### src/rtl/phy_tune_pkg.sv
package phy_tune_pkg;

    localparam int unsigned WORD_W     = 16;
    localparam int unsigned SCRIPT_LEN = 5;

    // strobe vector bit positions follow this enum
    typedef enum logic [1:0] {
        OP_ADDR  = 2'd0,
        OP_DATA  = 2'd1,
        OP_READ  = 2'd2,
        OP_WRITE = 2'd3
    } bus_op_e;

    typedef enum logic [2:0] {
        STEP_RADDR = 3'd0,
        STEP_READ  = 3'd1,
        STEP_WADDR = 3'd2,
        STEP_WDATA = 3'd3,
        STEP_WRITE = 3'd4
    } rmw_step_e;

    typedef struct packed {
        logic [WORD_W-1:0] addr;
        logic [WORD_W-1:0] clr;
        logic [WORD_W-1:0] set;
    } rmw_entry_t;

    function automatic rmw_entry_t script_entry(input int idx);
        rmw_entry_t e;
        case (idx)
            0:       e = '{addr: 16'h102D, clr: 16'h0000, set: 16'h0080};
            1:       e = '{addr: 16'h1010, clr: 16'h0FF0, set: 16'h0020};
            2:       e = '{addr: 16'h1006, clr: 16'h0740, set: 16'h0B80};
            3:       e = '{addr: 16'h1002, clr: 16'h3FFF, set: 16'h4B7F};
            default: e = '{addr: 16'h0030, clr: 16'h00F0, set: 16'h0000};
        endcase
        return e;
    endfunction

    function automatic logic [WORD_W-1:0] merge_word(input logic [WORD_W-1:0] old,
                                                     input rmw_entry_t e);
        return (old & ~e.clr) | e.set;
    endfunction

    function automatic bus_op_e step_op(input rmw_step_e s);
        case (s)
            STEP_READ:  return OP_READ;
            STEP_WDATA: return OP_DATA;
            STEP_WRITE: return OP_WRITE;
            default:    return OP_ADDR;
        endcase
    endfunction

endpackage

### src/rtl/tune_script_rom.sv
module tune_script_rom
    import phy_tune_pkg::*;
#(
    parameter int unsigned ENTRIES = SCRIPT_LEN,
    localparam int unsigned IDX_W  = (ENTRIES > 1) ? $clog2(ENTRIES) : 1
) (
    input  logic [IDX_W-1:0] idx,
    output rmw_entry_t       entry
);
    rmw_entry_t table_q [ENTRIES];

    for (genvar g = 0; g < ENTRIES; g++) begin : g_row
        assign table_q[g] = script_entry(g);
    end

    always_comb begin
        entry = table_q[0];
        for (int i = 0; i < ENTRIES; i++) begin
            if (idx == IDX_W'(i)) entry = table_q[i];
        end
    end
endmodule

### src/rtl/cr_bus_master.sv
module cr_bus_master
    import phy_tune_pkg::*;
#(
    parameter int unsigned W = WORD_W
) (
    input  logic         clk,
    input  logic         rst,
    input  logic         cmd_valid,
    input  bus_op_e      cmd_op,
    input  logic [W-1:0] cmd_word,
    output logic         cmd_ready,
    output logic         op_done,
    output logic [W-1:0] rd_word,
    output logic [W-1:0] bus_word,
    output logic [3:0]   bus_stb,
    input  logic         bus_ack,
    input  logic [W-1:0] bus_rdata
);
    typedef enum logic [1:0] {PH_IDLE, PH_HIGH, PH_LOW} phase_e;
    phase_e       phase;
    logic [W-1:0] word_q, rd_q;
    logic [3:0]   stb_q;
    logic         done_q;

    always_ff @(posedge clk) begin
        if (rst) begin
            phase  <= PH_IDLE;
            word_q <= '0;
            rd_q   <= '0;
            stb_q  <= '0;
            done_q <= 1'b0;
        end else begin
            done_q <= 1'b0;
            case (phase)
                PH_IDLE: if (cmd_valid) begin
                    word_q <= cmd_word;
                    stb_q  <= 4'(1) << cmd_op;
                    phase  <= PH_HIGH;
                end
                PH_HIGH: if (bus_ack) begin
                    rd_q  <= bus_rdata;
                    stb_q <= '0;
                    phase <= PH_LOW;
                end
                default: if (!bus_ack) begin
                    done_q <= 1'b1;
                    phase  <= PH_IDLE;
                end
            endcase
        end
    end

    assign cmd_ready = (phase == PH_IDLE);
    assign op_done   = done_q;
    assign rd_word   = rd_q;
    assign bus_word  = word_q;
    assign bus_stb   = stb_q;

    // one strobe at a time
    p_one_strobe_r4: assert property (@(posedge clk) disable iff (rst)
        $onehot0(stb_q));
    // strobe and word held until acknowledge
    p_hold_until_ack_r4: assert property (@(posedge clk) disable iff (rst)
        (|stb_q && !bus_ack) |=> ($stable(stb_q) && $stable(word_q)));
    // strobe falls once acknowledged
    p_drop_on_ack_r4: assert property (@(posedge clk) disable iff (rst)
        (|stb_q && bus_ack) |=> (stb_q == 4'b0));
    // new strobe only after acknowledge low
    p_rise_ack_low_r4: assert property (@(posedge clk) disable iff (rst)
        $rose(|stb_q) |-> !$past(bus_ack));
endmodule

### src/rtl/rmw_sequencer.sv
module rmw_sequencer
    import phy_tune_pkg::*;
#(
    parameter int unsigned ENTRIES = SCRIPT_LEN,
    parameter int unsigned W       = WORD_W,
    localparam int unsigned IDX_W  = (ENTRIES > 1) ? $clog2(ENTRIES) : 1
) (
    input  logic             clk,
    input  logic             rst,
    input  logic             start,
    output logic             finished,
    output logic [IDX_W-1:0] entry_idx,
    input  rmw_entry_t       entry,
    output logic             cmd_valid,
    output bus_op_e          cmd_op,
    output logic [W-1:0]     cmd_word,
    input  logic             cmd_ready,
    input  logic             op_done,
    input  logic [W-1:0]     rd_word
);
    typedef enum logic [1:0] {SQ_IDLE, SQ_ISSUE, SQ_WAIT} seq_state_e;
    seq_state_e       state;
    rmw_step_e        step;
    logic [IDX_W-1:0] idx_q;
    logic [W-1:0]     read_q;
    logic             fin_q;
    logic [W-1:0]     merged;
    logic             last_entry;

    assign merged     = merge_word(read_q, entry);
    assign last_entry = (idx_q == IDX_W'(ENTRIES - 1));

    always_ff @(posedge clk) begin
        if (rst) begin
            state  <= SQ_IDLE;
            step   <= STEP_RADDR;
            idx_q  <= '0;
            read_q <= '0;
            fin_q  <= 1'b0;
        end else begin
            fin_q <= 1'b0;
            case (state)
                SQ_IDLE: if (start) begin
                    idx_q <= '0;
                    step  <= STEP_RADDR;
                    state <= SQ_ISSUE;
                end
                SQ_ISSUE: state <= SQ_WAIT;
                default: if (op_done) begin
                    if (step == STEP_READ) read_q <= rd_word;
                    if (step == STEP_WRITE) begin
                        step <= STEP_RADDR;
                        if (last_entry) begin
                            fin_q <= 1'b1;
                            state <= SQ_IDLE;
                        end else begin
                            idx_q <= idx_q + 1'b1;
                            state <= SQ_ISSUE;
                        end
                    end else begin
                        step  <= rmw_step_e'(step + 3'd1);
                        state <= SQ_ISSUE;
                    end
                end
            endcase
        end
    end

    always_comb begin
        cmd_valid = (state == SQ_ISSUE);
        cmd_op    = step_op(step);
        case (step)
            STEP_WDATA, STEP_WRITE: cmd_word = merged;
            default:                cmd_word = entry.addr;
        endcase
    end

    assign finished  = fin_q;
    assign entry_idx = idx_q;

    // finished lasts one cycle
    p_finish_pulse_r6: assert property (@(posedge clk) disable iff (rst)
        fin_q |=> !fin_q);
    // commands only go to an idle bus master
    p_cmd_when_ready_r4: assert property (@(posedge clk) disable iff (rst)
        cmd_valid |-> cmd_ready);
    // a running script keeps its entry index across a start pulse
    p_start_ignored_r7: assert property (@(posedge clk) disable iff (rst)
        (state == SQ_WAIT && start && !op_done) |=> $stable(idx_q));
endmodule

### src/rtl/phy_tune_seq.sv
module phy_tune_seq
    import phy_tune_pkg::*;
(
    input  logic              clk,
    input  logic              rst,
    input  logic              start,
    output logic              finished,
    output logic [WORD_W-1:0] phy_word,
    output logic              phy_addr_stb,
    output logic              phy_data_stb,
    output logic              phy_rd_stb,
    output logic              phy_wr_stb,
    input  logic              phy_ack,
    input  logic [WORD_W-1:0] phy_rdata
);
    localparam int unsigned IDX_W = (SCRIPT_LEN > 1) ? $clog2(SCRIPT_LEN) : 1;

    logic [IDX_W-1:0]  idx;
    rmw_entry_t        entry;
    logic              cmd_valid, cmd_ready, op_done;
    bus_op_e           cmd_op;
    logic [WORD_W-1:0] cmd_word, rd_word;
    logic [3:0]        stb;

    tune_script_rom #(.ENTRIES(SCRIPT_LEN)) u_rom (
        .idx   (idx),
        .entry (entry)
    );

    rmw_sequencer #(.ENTRIES(SCRIPT_LEN), .W(WORD_W)) u_seq (
        .clk       (clk),
        .rst       (rst),
        .start     (start),
        .finished  (finished),
        .entry_idx (idx),
        .entry     (entry),
        .cmd_valid (cmd_valid),
        .cmd_op    (cmd_op),
        .cmd_word  (cmd_word),
        .cmd_ready (cmd_ready),
        .op_done   (op_done),
        .rd_word   (rd_word)
    );

    cr_bus_master #(.W(WORD_W)) u_bus (
        .clk       (clk),
        .rst       (rst),
        .cmd_valid (cmd_valid),
        .cmd_op    (cmd_op),
        .cmd_word  (cmd_word),
        .cmd_ready (cmd_ready),
        .op_done   (op_done),
        .rd_word   (rd_word),
        .bus_word  (phy_word),
        .bus_stb   (stb),
        .bus_ack   (phy_ack),
        .bus_rdata (phy_rdata)
    );

    assign phy_addr_stb = stb[OP_ADDR];
    assign phy_data_stb = stb[OP_DATA];
    assign phy_rd_stb   = stb[OP_READ];
    assign phy_wr_stb   = stb[OP_WRITE];

    // quiet bus and no finish right after reset
    p_reset_quiet_r1: assert property (@(posedge clk)
        $past(rst) |-> (!phy_addr_stb && !phy_data_stb && !phy_rd_stb && !phy_wr_stb && !finished));
endmodule

### config.mk
export PLATFORM = sky130hd
export DESIGN_NAME = phy_tune_seq
export DESIGN_NICKNAME = d
export VERILOG_FILES = /design/src/rtl/phy_tune_pkg.sv /design/src/rtl/tune_script_rom.sv /design/src/rtl/cr_bus_master.sv /design/src/rtl/rmw_sequencer.sv /design/src/rtl/phy_tune_seq.sv
export SDC_FILE = /design/constraint.sdc
export NUM_CORES = 1
export LEC_CHECK = 0
export CORE_UTILIZATION = 52
export DETAILED_ROUTE_END_ITERATION = 8
export PLACE_DENSITY = 0.79
export REMOVE_ABC_BUFFERS = 1
export SYNTH_ARGS = -nofsm -noshare
export SYNTH_HDL_FRONTEND = slang
export SYNTH_HIERARCHICAL = 1
export SYNTH_SLANG_ARGS = --single-unit
### constraint.sdc
create_clock -name clk -period 2 [get_ports clk]
set_input_delay 0.4 -clock clk [delete_from_list [all_inputs] [get_ports clk]]
set_output_delay 0.4 -clock clk [all_outputs]
set_load 0.005 [all_outputs]
== Yosys cells after proc, flatten, opt, wreduce, memory -nomap -nowiden ==
Cells that the tools add are included.
Cells by class
  shifts and indexed selects: 1
  reductions and logical operators: 18
  $mul: 0
  multiplexer cells: 28
  add/subtract/negate cells: 2
  bitwise operators: 7
  equality and inequality tests: 14
  magnitude comparators: 0
  divide/modulo/power cells: 0
Operators by type and width (number)
  $mux W38: 3
  $mux W45: 1
  $mux W3: 6
  $and A16 B16 Y16: 1
  $mux W16: 1
  $not A16 Y16: 1
  $or A16 B16 Y16: 1
  $pmux W3 S2: 2
  $reduce_and A3 Y1: 4
  $mux W2: 5
  $eq A3 B2 Y1 const B: 3
  $mux W4: 2
  $ne A2 B2 Y1 const B: 4
  $pmux W2 S2: 2
  $pmux W4 S2: 1
  $add A3 B1 Y3 const B: 2
  $eq A3 B1 Y1 const B: 2
  $eq A3 B3 Y1 const B: 2
  $pmux W2 S3: 1
  $reduce_and A2 Y1: 3
  $reduce_bool A2 Y1: 3
  $reduce_and A5 Y1: 1
  $reduce_or A5 Y1: 1
  $eq A2 B1 Y1 const B: 2
  8 further kinds: 16
Storage, ports and cells
  memories: 0
  output and inout bits: 21
  ROM bits: 0
  register bits after elaboration: 64
  bits in writable memories: 0
  bits in latches: 0
  logic and storage cells: 80
  bits of input ports: 20

== Longest topological paths before layout ==
  depth in word-level cells: 9
  mapped depth: 9
  mapped depth without buffers: 7

== Modules after synthesis ==
Netlist, hierarchy kept.
Modules (own cells, without submodules)
  cr_bus_master: seq. area each 780.7 um^2, area an instance 1468.9 um^2, cells each 174, times used 1
  rmw_sequencer: seq. area each 500.5 um^2, area an instance 1405.1 um^2, cells each 197, times used 1
  tune_script_rom: seq. area each 0.0 um^2, area an instance 382.9 um^2, cells each 52, times used 1

== Least setup slack after synthesis ==
OpenSTA, ideal clock, no wires.
  path type: reg2reg
  start: reg u_seq.idx_q[0] (netlist: u_seq/entry_idx[0])
  end: reg u_bus.word_q[0] (netlist: u_bus/bus_word[0])
  data required time: 1.868 ns
  clock period less this slack: 1.605 ns
  path slack: 0.395 ns
  stages on the path, launching flop included: 9
  buffers on the path: 1
  setup time: 0.132 ns
  arrival time: 1.472 ns
  cell sequence: dfxtp_1 -> nor2b_4 -> and2_1 -> buf_4 -> inv_1 -> a21oi_1 -> o21ai_0 -> nand2_1 -> a21oi_1
RTL lines
  start: declaration: line rmw_sequencer.sv:24  | logic [IDX_W-1:0] idx_q;
  start signal: assignment: line rmw_sequencer.sv:57  | idx_q <= idx_q + 1'b1;
  end signal: assignment: line cr_bus_master.sv:36  | word_q <= cmd_word;
  end: declaration: line cr_bus_master.sv:21  | logic [W-1:0] word_q, rd_q;

== Worst setup path after layout ==
  start: reg u_seq.state[1]
  end: reg u_seq.read_q[11]
On the way
  cells in the longest elaborated chain, start to end: 4
  elaborated cells on any way between the ends: 5
  classes of those cells: eq/ne (1); bitwise (1); reduce/logical (3)
RTL lines
  start: declaration: line rmw_sequencer.sv:22  | seq_state_e state;
  start signal: assignment: line rmw_sequencer.sv:35  | state <= SQ_IDLE;
  start signal: assignment: line rmw_sequencer.sv:46  | state <= SQ_ISSUE;
  start signal: assignment: line rmw_sequencer.sv:48  | SQ_ISSUE: state <= SQ_WAIT;
  $eq A2 B1 Y1 or $logic_not A2 Y1 (tied branches): line rmw_sequencer.sv:42  | case (state)
  $reduce_or A2 Y1 (no source line) (*)
  $not A1 Y1 (no source line) (*)
  $reduce_and A3 Y1 (no source line) (*)
  end signal: assignment: line rmw_sequencer.sv:50  | if (step == STEP_READ) read_q <= rd_word;
  end: declaration: line rmw_sequencer.sv:25  | logic [W-1:0] read_q;
Mark *: on every way between the ends. The rest lies on a longest branch, timed or not.
A chain may end at the register's enable or synchronous reset.

==> flow_metrics.tcl <==
set metrics [dict create \
    critical_path.max_fanout 16 \
    die_h_um 81.1 \
    hold_buffers 0 \
    clockBufferDepth 2 \
    yosys.area.top_type "dfxtp_1" \
    via_count 2626 \
    period_minus_slack_ns 1.69 \
    place_area_um2 3450 \
    rows 28 \
    gp_congestion 0.804 \
    synth-seq-cells 64 \
    synthTopCellsByArea "dfxtp_1 (39%), nand2_1 (14%), a21oi_1 (10%), buf_4 (9.2%), inv_1 (2.7%)" \
    cpLargestDelayFamily "simple AND/OR/NAND/NOR gates" \
    p_leak_nw 1.36 \
    grt_usage_pct 22.1 \
    worst_clock_skew_ns 0.00786 \
    tightest_slew_ns 0.625 \
    max_stage_delay_ns 0.62 \
    multi_input_area_um2 1500 \
    avgViaCountPerCell 5.08 \
    drt-initial-drc-count 253 \
    synth.distinct_cells 50 \
    peakVddDrop_uv 435 \
    path_buf_inv 1 \
    dr.pass1.iters 4 \
    die_x_um 81.1 \
    setup_violations 0 \
    clk_pin_slew_ns 0.07 \
    grt_first_pass_wirelength_um 11000 \
    io_pins 41 \
    yosysWarningCount 6 \
    core_um2 5990 \
    ys_top_cells_by_count "nand2_1 (118), a21oi_1 (68), dfxtp_1 (64)" \
    seq_area_frac_synth_pct 39.3 \
    htreeDepth 3 \
    fillers 519 \
    port_buffers 40 \
    grt_max_degree 33 \
    finalCritPeriodShare_pct 84.6 \
    register_area_um2 1280 \
    cts_setup_buffers 0 \
    antennaDiodeCount 0 \
    status "completed" \
    wire_per_inst_um 12.6 \
    hp-start "rst" \
    worstPathRequired_ns 2.28 \
    async_flop_share_pct 0 \
    clock_sink_count 64 \
    drcViolationCount 0 \
    hpwl_um 4250 \
    grt_overflow 0 \
    path_cells "buf_4, and4b_1, nand2_1, a21oi_1" \
    ys.flop_type "dfxtp_1" \
    hp-class "input pin to flip-flop" \
    relSlewSlack_pct 58.3 \
    wirelength_um 6500 \
    fmax_mhz 591 \
    synthCells 423 \
    cts_tree "built" \
    arrival_ns 1.97 \
    cts_resized 0 \
    ant_nets 0 \
    nets 462 \
    hold_ws_ns 0.433 \
    yosysMostFrequentCell "nand2_1" \
    root_buffer "clkbuf_8" \
    end_kind "flip-flop" \
    drive_gt1_share_pct 8.37 \
    synth_area_um2 3260 \
    cts_buffers 9 \
    cap_viol_max_count 0 \
    avgSynthCellArea_um2 7.70 \
    initial_core_util_pct 54.4 \
    crit_slowest_cell "and4b_1" \
    power_density_nw_per_um2 863 \
    antenna_found_initial 0 \
    die-area_um2 6580 \
    critical_path_class "flip-flop to flip-flop" \
    grt_pass1_vias 2387 \
    report.final.slew_viol_count 0 \
    clk_latency_ns 0.35 \
    syn_to_final_growth_pct 14.3 \
    hold_violations 0 \
    grt_setup_unrepaired "false" \
    regToRegStartpoint "u_seq/state[1]" \
    synth_top_area_share_pct 39.3 \
    synth-edff-count 0 \
    crit_start "u_seq/state[1]" \
    critPathLaunchType "flip-flop" \
    final_area_um2 3720 \
]
-- cells by family after synthesis --
logic type | synth area share (%)
simple gates | 22.9
compound gates | 17.1
buf+inv | 16.1
flops | 39.3
fa+ha+maj | 1.92
mux | 1.65
xor+xnor | 0.807
other cells | 0.115
-- stage by stage --
step	std cells	setup slack [ns]	util (%)	power (W)	TNS [ns]
2_1_floorplan	375	-0.00681	-	0.00156	-0.00681
3_3_place_gp	501	0.355	57.7	0.00173	0
3_5_place_dp	501	0.323	57.7	0.00174	0
4_1_cts	517	0.355	62.1	0.00323	0
5_1_grt	517	0.236	62.1	0.00335	0
6_report	517	0.309	62.1	0.00321	0
-- report_power, final --
part / total [W] / switching (W) / internal, W
combinational: 0.000347 / 0.000168 / 0.000178
sequential: 0.00137 / 0.0000437 / 0.00133
clock: 0.00149 / 0.000510 / 0.000983
total: 0.00321 / 0.000722 / 0.00249
-- placed cells by master (no fill, tap or decap), types with 2 or more instances in the layout --
cell type,netlist,layout
dfxtp_1,64,64
conb_1,1,15
nand2_1,118,118
nor2b_1,2,2
bufinv_16,0,4
nand2b_1,7,7
o21ai_0,15,15
ha_1,5,5
xnor2_1,2,2
a21oi_2,2,2
nand3b_1,2,2
nand3_1,5,5
nor3b_1,2,2
inv_1,23,23
clkbuf_8,0,10
a211oi_1,3,3
mux2i_1,4,4
nand4_1,2,2
a31oi_1,2,2
buf_4,40,10
and2_1,2,2
a21oi_1,68,68
nor2_1,4,4
o21ai_1,2,2
and3b_1,2,2
clkdlybuf4s50_1,0,39
or3b_1,2,2
clkinv_2,0,2
a311oi_1,2,2
-- registers in the layout (all words and copies together), names as in the netlist --
name,count
u_seq/step,3
u_seq/entry_idx,3
u_seq/read_q,16
u_bus/bus_stb,4
u_bus/rd_word,16
u_bus/phase,2
u_bus/bus_word,16
u_bus/op_done,1
u_seq/state,2
u_seq/finished,1
-- worst paths after layout --
path	end	slack, ns	cells after the start
worst max-delay path	u_seq/read_q[11]	0.31	4
worst min-delay path	u_bus/rd_word[2]	0.43	2
worst max register to register	u_seq/read_q[11]	0.31	4
worst min register to register	u_seq/read_q[7]	0.44	2
-- per-layer routing --
layer	global-route usage, %	vias up	routed length [um]
met2	35.8	45	3060
met3	5.73	11	210
met1	28.1	1205	3110
li1	-	1365	-
met5	0	-	0
met4	8.57	0	115
-- area by class of cell --
type                       instances  area share, %
multi-input combinational        288           40.4
tap                               75           2.52
sequential                        64           34.4
timing repair buffer              51           13.2
clock inverter                     6           3.50
inverter                          23           2.32
clock buffer                      10           3.70
-- worst register-to-register path, stage by stage (launching register included) --
cell     delay, ns
dfxtp_1       0.46
buf_4         0.21
and4b_1       0.62
nand2_1       0.17
a21oi_1       0.17
No activity file was read; power rests on OpenSTA's default activity.
